===== config.mk =====
export PLATFORM = sky130hd
export DESIGN_NAME = ovp_latch_ctrl
export DESIGN_NICKNAME = d
export VERILOG_FILES = /design/src/rtl/ovp_pkg.sv /design/src/rtl/ovp_trip_level.sv /design/src/rtl/ovp_window.sv /design/src/rtl/ovp_seq.sv /design/src/rtl/ovp_latch_ctrl.sv
export SDC_FILE = /design/constraint.sdc
export NUM_CORES = 1
export LEC_CHECK = 0
export ABC_AREA = 1
export BUFFER_PORTS_ARGS = -buffer_cell sky130_fd_sc_hd__clkbuf_2
export CORE_ASPECT_RATIO = 1.2
export CORE_UTILIZATION = 35
export CTS_CLUSTER_SIZE = 24
export DETAILED_ROUTE_END_ITERATION = 6
export GPL_TIMING_DRIVEN = 0
export PLACE_DENSITY = 0.6
export REMOVE_ABC_BUFFERS = 1
export SETUP_SLACK_MARGIN = 0.02
export SKIP_LAST_GASP = 1
export SYNTH_ARGS = -nofsm -noshare
export SYNTH_HDL_FRONTEND = slang
export SYNTH_SLANG_ARGS = --single-unit
export TNS_END_PERCENT = 5

===== constraint.sdc =====
create_clock -name clk -period 6.3 [get_ports clk]
set_input_delay 0.63 -clock clk [delete_from_list [all_inputs] [get_ports clk]]
set_output_delay 0.63 -clock clk [all_outputs]
set_load 0.01 [all_outputs]

===== src/rtl/ovp_pkg.sv =====
package ovp_pkg;

  // Sequencer states of the protection controller
  typedef enum logic [1:0] {
    ST_WATCH = 2'd0,  // monitoring, switches free
    ST_CLAMP = 2'd1,  // low-side switches forced on
    ST_LOCK  = 2'd2   // overvoltage gone, controller held off
  } ovp_state_e;

endpackage


===== src/rtl/ovp_trip_level.sv =====
module ovp_trip_level #(
  parameter int VW       = 12,
  parameter int FLOOR_MV = 1260,
  parameter int OFS_A_MV = 175,
  parameter int OFS_B_MV = 225
) (
  input  logic          clk,
  input  logic          rst,
  input  logic          mode,
  input  logic          soft_start,
  input  logic [VW-1:0] dac_mv,
  output logic [VW:0]   level_mv
);

  localparam int LW = VW + 1;
  localparam logic [LW-1:0] FLOOR = LW'(FLOOR_MV);
  localparam logic [LW-1:0] OFS_A = LW'(OFS_A_MV);
  localparam logic [LW-1:0] OFS_B = LW'(OFS_B_MV);

  logic [LW-1:0] offset;
  logic [LW-1:0] base_lvl;

  assign offset   = mode ? OFS_B : OFS_A;
  assign base_lvl = {1'b0, dac_mv} + offset;

  always_comb begin
    level_mv = base_lvl;
    if (soft_start && (base_lvl < FLOOR)) level_mv = FLOOR;
  end


  ss_floor_chk: assert property (@(posedge clk) disable iff (rst)
    soft_start |-> (level_mv >= FLOOR));

endmodule


===== src/rtl/ovp_window.sv =====
module ovp_window #(
  parameter int VW      = 12,
  parameter int HYST_MV = 100
) (
  input  logic [VW-1:0] vout_mv,
  input  logic [VW:0]   level_mv,
  input  logic [VW:0]   held_mv,
  output logic          above_level,
  output logic          above_held,
  output logic          at_release
);

  localparam int LW = VW + 2;
  localparam logic [LW-1:0] HYST = LW'(HYST_MV);

  logic [LW-1:0] v_ext;

  assign v_ext       = {2'b00, vout_mv};
  assign above_level = v_ext > {1'b0, level_mv};
  assign above_held  = v_ext > {1'b0, held_mv};
  // Sample at or below held - hysteresis; written with the addition on the
  // sample side, so no underflow occurs
  assign at_release  = (v_ext + HYST) <= {1'b0, held_mv};

endmodule


===== src/rtl/ovp_seq.sv =====
module ovp_seq
  import ovp_pkg::*;
#(
  parameter int VW  = 12,
  parameter int NPH = 2
) (
  input  logic           clk,
  input  logic           rst,
  input  logic           sample_vld,
  input  logic           soft_start,
  input  logic           enable,
  input  logic           por,
  input  logic [VW:0]    level_mv,
  input  logic           above_level,
  input  logic           above_held,
  input  logic           at_release,
  output logic [VW:0]    held_mv,
  output logic [NPH-1:0] lgate_force,
  output logic           ov_fault,
  output logic           latched_off
);

  ovp_state_e state_q;
  logic       forgive_q;
  logic       ss_used_q;
  logic       fault_q;
  logic       latch_q;
  logic       clear;

  assign clear = !enable || por;

  always_ff @(posedge clk) begin
    if (rst || clear) begin
      state_q   <= ST_WATCH;
      held_mv   <= '0;
      forgive_q <= 1'b0;
      ss_used_q <= 1'b0;
      fault_q   <= 1'b0;
      latch_q   <= 1'b0;
    end else if (sample_vld) begin
      case (state_q)
        ST_WATCH: begin
          if (above_level) begin
            state_q   <= ST_CLAMP;
            held_mv   <= level_mv;
            forgive_q <= soft_start && !ss_used_q;
            fault_q   <= 1'b1;
          end
        end
        ST_CLAMP: begin
          if (at_release) begin
            if (forgive_q) begin
              state_q   <= ST_WATCH;
              ss_used_q <= 1'b1;
              forgive_q <= 1'b0;
              fault_q   <= 1'b0;
            end else begin
              state_q <= ST_LOCK;
              latch_q <= 1'b1;
            end
          end
        end
        ST_LOCK: begin
          if (above_held) begin
            state_q   <= ST_CLAMP;
            forgive_q <= 1'b0;
          end
        end
        default: state_q <= ST_WATCH;
      endcase
    end
  end

  // One force flop per phase so each driver input has its own register
  for (genvar p = 0; p < NPH; p++) begin : g_phase
    logic force_q;
    always_ff @(posedge clk) begin
      if (rst || clear) force_q <= 1'b0;
      else if (sample_vld) begin
        case (state_q)
          ST_WATCH: force_q <= above_level;
          ST_CLAMP: force_q <= !at_release;
          ST_LOCK:  force_q <= above_held;
          default:  force_q <= 1'b0;
        endcase
      end
    end
    assign lgate_force[p] = force_q;
  end

  assign ov_fault    = fault_q;
  assign latched_off = latch_q;


  force_flags_fault_chk: assert property (@(posedge clk) disable iff (rst)
    lgate_force[0] |-> ov_fault);


  clear_drops_all_chk: assert property (@(posedge clk) disable iff (rst)
    clear |=> (lgate_force == '0) && !ov_fault && !latched_off);


  idle_cycle_hold_chk: assert property (@(posedge clk) disable iff (rst)
    (!sample_vld && !clear) |=> $stable(lgate_force) && $stable(latched_off)
                                 && $stable(ov_fault));


  latch_sticks_chk: assert property (@(posedge clk) disable iff (rst)
    (latched_off && !clear) |=> latched_off && ov_fault);


  all_phases_agree_chk: assert property (@(posedge clk) disable iff (rst)
    (lgate_force == '0) || (lgate_force == '1));

endmodule


===== src/rtl/ovp_latch_ctrl.sv =====
module ovp_latch_ctrl #(
  parameter int VW       = 12,
  parameter int NPH      = 2,
  parameter int FLOOR_MV = 1260,
  parameter int OFS_A_MV = 175,
  parameter int OFS_B_MV = 225,
  parameter int HYST_MV  = 100
) (
  input  logic           clk,
  input  logic           rst,
  input  logic           sample_vld,
  input  logic [VW-1:0]  vout_mv,
  input  logic [VW-1:0]  dac_mv,
  input  logic           soft_start,
  input  logic           mode,
  input  logic           enable,
  input  logic           por,
  output logic [NPH-1:0] lgate_force,
  output logic           ov_fault,
  output logic           latched_off
);

  logic [VW:0] level_mv;
  logic [VW:0] held_mv;
  logic        above_level;
  logic        above_held;
  logic        at_release;

  ovp_trip_level #(
    .VW(VW), .FLOOR_MV(FLOOR_MV), .OFS_A_MV(OFS_A_MV), .OFS_B_MV(OFS_B_MV)
  ) u_level (
    .clk(clk), .rst(rst), .mode(mode), .soft_start(soft_start),
    .dac_mv(dac_mv), .level_mv(level_mv)
  );

  ovp_window #(.VW(VW), .HYST_MV(HYST_MV)) u_win (
    .vout_mv(vout_mv), .level_mv(level_mv), .held_mv(held_mv),
    .above_level(above_level), .above_held(above_held), .at_release(at_release)
  );

  ovp_seq #(.VW(VW), .NPH(NPH)) u_seq (
    .clk(clk), .rst(rst), .sample_vld(sample_vld), .soft_start(soft_start),
    .enable(enable), .por(por), .level_mv(level_mv),
    .above_level(above_level), .above_held(above_held), .at_release(at_release),
    .held_mv(held_mv), .lgate_force(lgate_force), .ov_fault(ov_fault),
    .latched_off(latched_off)
  );

endmodule


=== After elaboration in Yosys (flattened, before gate mapping) ===
Index checks and enable logic that the tools add are counted.

* Add/sub/neg operators: 2
* $lt $le $gt $ge: 4
* Eq/ne operators: 6
* Mux-type cells: 16
* Bitwise operators: 1
* Reductions and logical operators: 16

{| class="wikitable"
|+ Operator list
! kind !! count
|-
| 12-bit by 13-bit greater-than comparator with 1-bit output || 2
|-
| 14-bit by 13-bit less-or-equal comparator with 1-bit output || 1
|-
| 12-bit by 13-bit adder with 13-bit output || 1
|-
| 12-bit by 7-bit adder with 13-bit output (second input constant) || 1
|-
| 13-bit by 11-bit less-than comparator with 1-bit output (second input constant) || 1
|-
| 13-bit two-way mux || 1
|-
| 4-bit AND reduction || 3
|-
| 5-bit AND reduction || 2
|-
| 2-bit two-way mux || 4
|-
| 2-bit by 1-bit inequality test with 1-bit output (second input constant) || 4
|-
| 7-bit two-way mux || 1
|-
| 1-bit two-way mux || 6
|-
| 1-bit case mux with 3 select lines || 2
|-
| 2-bit case mux with 3 select lines || 1
|-
| 1-bit logical NOT || 3
|-
| 3-bit AND reduction || 1
|-
| 3-bit nonzero test || 1
|-
| 2-bit by 1-bit equality test with 1-bit output (second input constant) || 1
|-
| 2-bit equality test (second input constant) || 1
|-
| 1-bit logical AND || 2
|-
| 2-bit logical NOT || 1
|-
| 1-bit logical OR || 2
|-
| 1-bit case mux with 2 select lines || 1
|-
| 2-bit nonzero test || 1
|-
| 1-bit NOT || 1
|}

* Bits in registers: 20
* Input port bits: 31
* Output and inout bits: 4
* Word-level logic and storage cells: 52

=== Depth between registers and ports, before layout ===
* Depth after elaboration: 8
* Depth in mapped cells: 32
* Gate-level depth less buffers: 32

=== Modules after synthesis ===
From an unflattened synthesis, not the netlist that was laid out.

* Cell total of the unflattened synthesis: 441
* Area, all modules: 2,742.6 µm²

{| class="wikitable"
|+ Modules (own cells, without submodules)
! module !! times used !! cells an instance !! area an instance (µm²) !! sequential area each (µm²)
|-
| ovp_window || 1 || 197 || 1,166.1 || 0.0
|-
| ovp_seq || 1 || 125 || 972.2 || 400.4
|-
| ovp_trip_level || 1 || 119 || 604.3 || 0.0
|}

=== Least setup slack after synthesis ===
Ideal clock, no wire load.

* Kind: input to register
* Start point: in mode
* End point: reg u_seq.held_mv[5]
* Library setup time: 0.117 ns
* Data arrival time: 3.481 ns
* Data required time: 6.183 ns
* Path slack: 2.702 ns
* Stages on the path: 26
* Path through: inv_1 ha_1 nand2_2 a21oi_2 nand2_2 nand2_2 nand2_2 nand2_4 nand2_1 xor2_1 inv_2 nand2_2 nand2_4 nand2_1 inv_1 ha_1 nand2_1 nor2_1 nand4_1 nor3_1 a21oi_4 nand4_4 inv_2 buf_6 o21ai_0 nor2_1

* Cells in the longest elaborated chain, start to end: 7

{| class="wikitable"
|+ Ends and longest elaborated chain
! item !! RTL line !! RTL
|-
| start, declared || ovp_latch_ctrl.sv:15 || <nowiki>input logic mode,</nowiki>
|-
| 7-bit two-way mux * || ovp_trip_level.sv:23 || <nowiki>assign offset = mode ? OFS_B : OFS_A;</nowiki>
|-
| 12-bit by 13-bit adder with 13-bit output * || ovp_trip_level.sv:24 || <nowiki>assign base_lvl = {1'b0, dac_mv} + offset;</nowiki>
|-
| 13-bit by 11-bit less-than comparator with 1-bit output || ovp_trip_level.sv:28 || <nowiki>if (soft_start && (base_lvl < FLOOR)) level_mv = FLOOR;</nowiki>
|-
| 1-bit logical AND || ovp_trip_level.sv:28 ||
|-
| 13-bit two-way mux * || ovp_trip_level.sv:28 ||
|-
| 12-bit by 13-bit greater-than comparator with 1-bit output || ovp_window.sv:19 || <nowiki>assign above_level = v_ext > {1'b0, level_mv};</nowiki>
|-
| 3-bit AND reduction (no line) || -- ||
|-
| end signal, assigned || ovp_seq.sv:45 || <nowiki>held_mv <= level_mv;</nowiki>
|-
| end, declared || ovp_seq.sv:17 || <nowiki>output logic [VW:0] held_mv,</nowiki>
|}

Mark *: on every way between the ends. The rest lies on a longest branch, timed or not.
A chain may end at the register's enable or synchronous reset.

=== Worst setup path after layout ===
* Start point: in mode
* End point: reg u_seq.held_mv[9]

Same word-level chain as after synthesis.

==> metrics.md <==
| Metric | Value |
|---|---|
| Setup Skew | 0.00534 ns |
| VDD IR max | 78.7 uV |
| Mapped Cells | 380 |
| Filler cells | 730 |
| Pre-CTS setup slack | 2.01 ns |
| Syn Area/Cell | 6.64 um^2 |
| Kind of critical path | in -> reg |
| DR iter-0 viols | 52 |
| Critical Path End Type | flop |
| Total power | 441 uW |
| DRC | 0 |
| Part of the cycle the worst path needs | 62.6% |
| Seq cells post-synth | 20 |
| Rel. slew slack | 43.9% |
| Antenna viol nets, final | 0 |
| Max Buffers Root-to-Sink | 2 |
| Ant. Diodes | 0 |
| Final nets | 491 |
| Mapped Area | 2520 um^2 |
| First-pass GRT wire length | 9560 um |
| IO Port Bufs | 34 |
| CP max FO | 18 |
| Final setup vio count | 0 |
| RSZ-0062 raised after global routing | no |
| Register area | 400 um^2 |
| CTS Hold Buffers Added | 0 |
| Total grt overflow | 0 |
| Leakage dissipation | 1.49 nW |
| CP Buf/Inv Count | 5 |
| Vias/cell | 4.68 |
| Initial antenna violation count | 0 |
| Cts bufs inserted | 3 |
| Most used cell, CP | nand2_1 |
| Clock transition at the registers of the reported paths | 0.08 ns |
| Final Wtd Congestion | 0.826 |
| Wire length per cell | 10.8 um |
| Post-CTS setup buffers | 0 |
| Crit-path slowest cell | ha_1 |
| Vias in the first global route | 2258 |
| Area of the core | 6900 um^2 |
| Chip width | 79.5 um |
| # H-tree levels | 1 |
| Asr flop ratio synth | 0% |
| Final setup TNS | 0 ns |
| Max Slew Vio Count | 0 |
| Maxcap violations | 0 |
| Crit start category | input pin |
| Worst EP required | 6.50 ns |
| Ys flop type | dfxtp_1 |
| Initial Util | 36.6% |
| TritonCTS clock tree | built |
| Final wirelength | 5380 um |
| Slew @ Worst Pin | 0.837 ns |
| All-Layer GR Usage | 15.7% |
| Ys Warns | 0 |
| Netlist cell types | 36 |
| Number of synthesized flops with an enable pin | 0 |
| Worst min path class | reg -> reg |
| Post-CTS Resized | 0 |
| Clock latency on the worst-skew pair | 0.26 ns |
| Share of layout cells above drive strength 1 | 14.8% |
| Worst setup margin | 2.36 ns |
| Power Density | 155 nW/um^2 |
| Final min period | 3.94 ns |
| CTS sink cnt | 20 |
| Final hold violations | 0 |
| Status | completed |
| Row Count | 33 |
| I/O pin cnt | 35 |
| Area growth syn-to-layout | 12.7% |
| Crit path max-delay family | simple AND/OR/NAND/NOR gates |
| Area of the multi-input gates | 1840 um^2 |
| Fmax | 254 MHz |
| DRT Pass-1 Iters | 4 |
| CP arrival | 4.15 ns |
| Via count | 2341 |
| Slowest stage delay, CP | 0.37 ns |
| Dpl hpwl | 4660 um |
| Pin count of the biggest net entering global routing | 19 |
| Die H | 95.0 um |
| Clock Tree Root | clkbuf_8 |
| Die ar. | 7560 um^2 |
| Register area share after synthesis | 15.9% |
path summary, 6_finish.rpt:
| path | to | slack (ns) | cells past startpoint | startpoint |
|---|---|---|---|---|
| setup / recovery | u_seq.held_mv[9] | 2.36 | 31 | mode |
| hold / removal | u_seq.latched_off | 0.45 | 2 | u_seq.latched_off |
| setup reg to reg | u_seq.state_q[1] | 4.35 | 13 | u_seq.held_mv[1] |
| hold reg to reg | u_seq.latched_off | 0.45 | 2 | u_seq.latched_off |
final cells by class:
type	count	share of cell area, %
Inverter	69	9.10
Sequential cell	20	14.1
Timing Repair Buffer	34	5.98
Tap cell	87	3.83
Clock inverter	1	1.06
Multi-Input combinational cell	286	64.5
Clock buffer	3	1.45
synthesized netlist by cell type, types with 2 or more instances:
| cell | count | share of area, % |
|---|---|---|
| a21oi_1 | 28 | 5.5 |
| a21oi_2 | 3 | 1.0 |
| and2_1 | 2 | 0.50 |
| buf_4 | 2 | 0.59 |
| dfxtp_1 | 20 | 16 |
| ha_1 | 45 | 22 |
| inv_1 | 66 | 9.8 |
| inv_2 | 3 | 0.45 |
| nand2_1 | 77 | 11 |
| nand2_2 | 7 | 1.7 |
| nand2_4 | 2 | 0.89 |
| nand3_1 | 19 | 3.8 |
| nand3b_1 | 3 | 0.89 |
| nand4_1 | 11 | 2.7 |
| nor2_1 | 28 | 4.2 |
| nor2_2 | 2 | 0.50 |
| nor3_1 | 10 | 2.0 |
| o21ai_0 | 19 | 3.8 |
| o21ai_1 | 3 | 0.59 |
| o21bai_1 | 2 | 0.59 |
| xor2_1 | 13 | 4.5 |
placed cells by master (no fill, tap or decap), types with 7 or more instances in the layout:
cell | synthesis | final
inv_1 | 66 | 66
nand2_2 | 7 | 7
ha_1 | 45 | 45
a21oi_1 | 28 | 28
nor2_1 | 28 | 28
xor2_1 | 13 | 13
nor3_1 | 10 | 9
o21ai_0 | 19 | 19
nand2_1 | 77 | 77
dfxtp_1 | 20 | 20
nand3_1 | 19 | 19
clkbuf_2 | 1 | 34
nand4_1 | 11 | 11
registers in the layout, summed over array words and instances (netlist names):
| signal | count |
|---|---|
| u_seq.ov_fault | 1 |
| u_seq.state_q | 2 |
| u_seq.ss_used_q | 1 |
| u_seq.forgive_q | 1 |
| u_seq.latched_off | 1 |
| u_seq.g_phase.force_q | 1 |
| u_seq.held_mv | 13 |
layer usage:
layer / vias to the layer above / global-route usage (%) / share of wire (%)
met5: - / 0 / 0
met4: 0 / 3.18 / 0.95
met3: 4 / 0.957 / 1.9
met2: 28 / 28.4 / 47
met1: 1012 / 20.5 / 50
li1: 1297 / - / -
worst reg2reg max path, cell delays in order, from the launching register on:
cell and delay [ns]:
dfxtp_1 0.33, inv_1 0.04, ha_1 0.28, a21oi_1 0.21, nand2b_1 0.14, nand3_1 0.09
nand2_1 0.07, nand2_1 0.07, nand3_1 0.12, nand2_1 0.07, inv_1 0.07, nand3_1 0.12
o21ai_0 0.18, nor2_1 0.06
kinds of logic after synthesis:
family	Yosys count	share of synthesized area, %
buf+inv	74	11.6
xor+xnor	15	5.50
flops	20	15.9
fa+ha+maj	46	23.1
simple gates	165	30.3
compound gates	60	13.6
report_power, final:
group          internal, mW  switching [mW]  total, mW
Combinational        0.0695           0.111      0.180
Clock                0.0849          0.0454      0.130
Sequential            0.129         0.00151      0.131
through the flow:
step	util [%]	cell area, um^2	instances	hold WS [ns]
6_report	41.3	2850	500	0.453
5_1_grt	41.3	2850	500	0.478
4_1_cts	41.3	2850	500	0.458
3_5_place_dp	40.2	2770	496	0.445
3_3_place_gp	40.2	2770	496	0.444
2_1_floorplan	-	2490	375	0.435
Power figures use the tool's default switching activity.
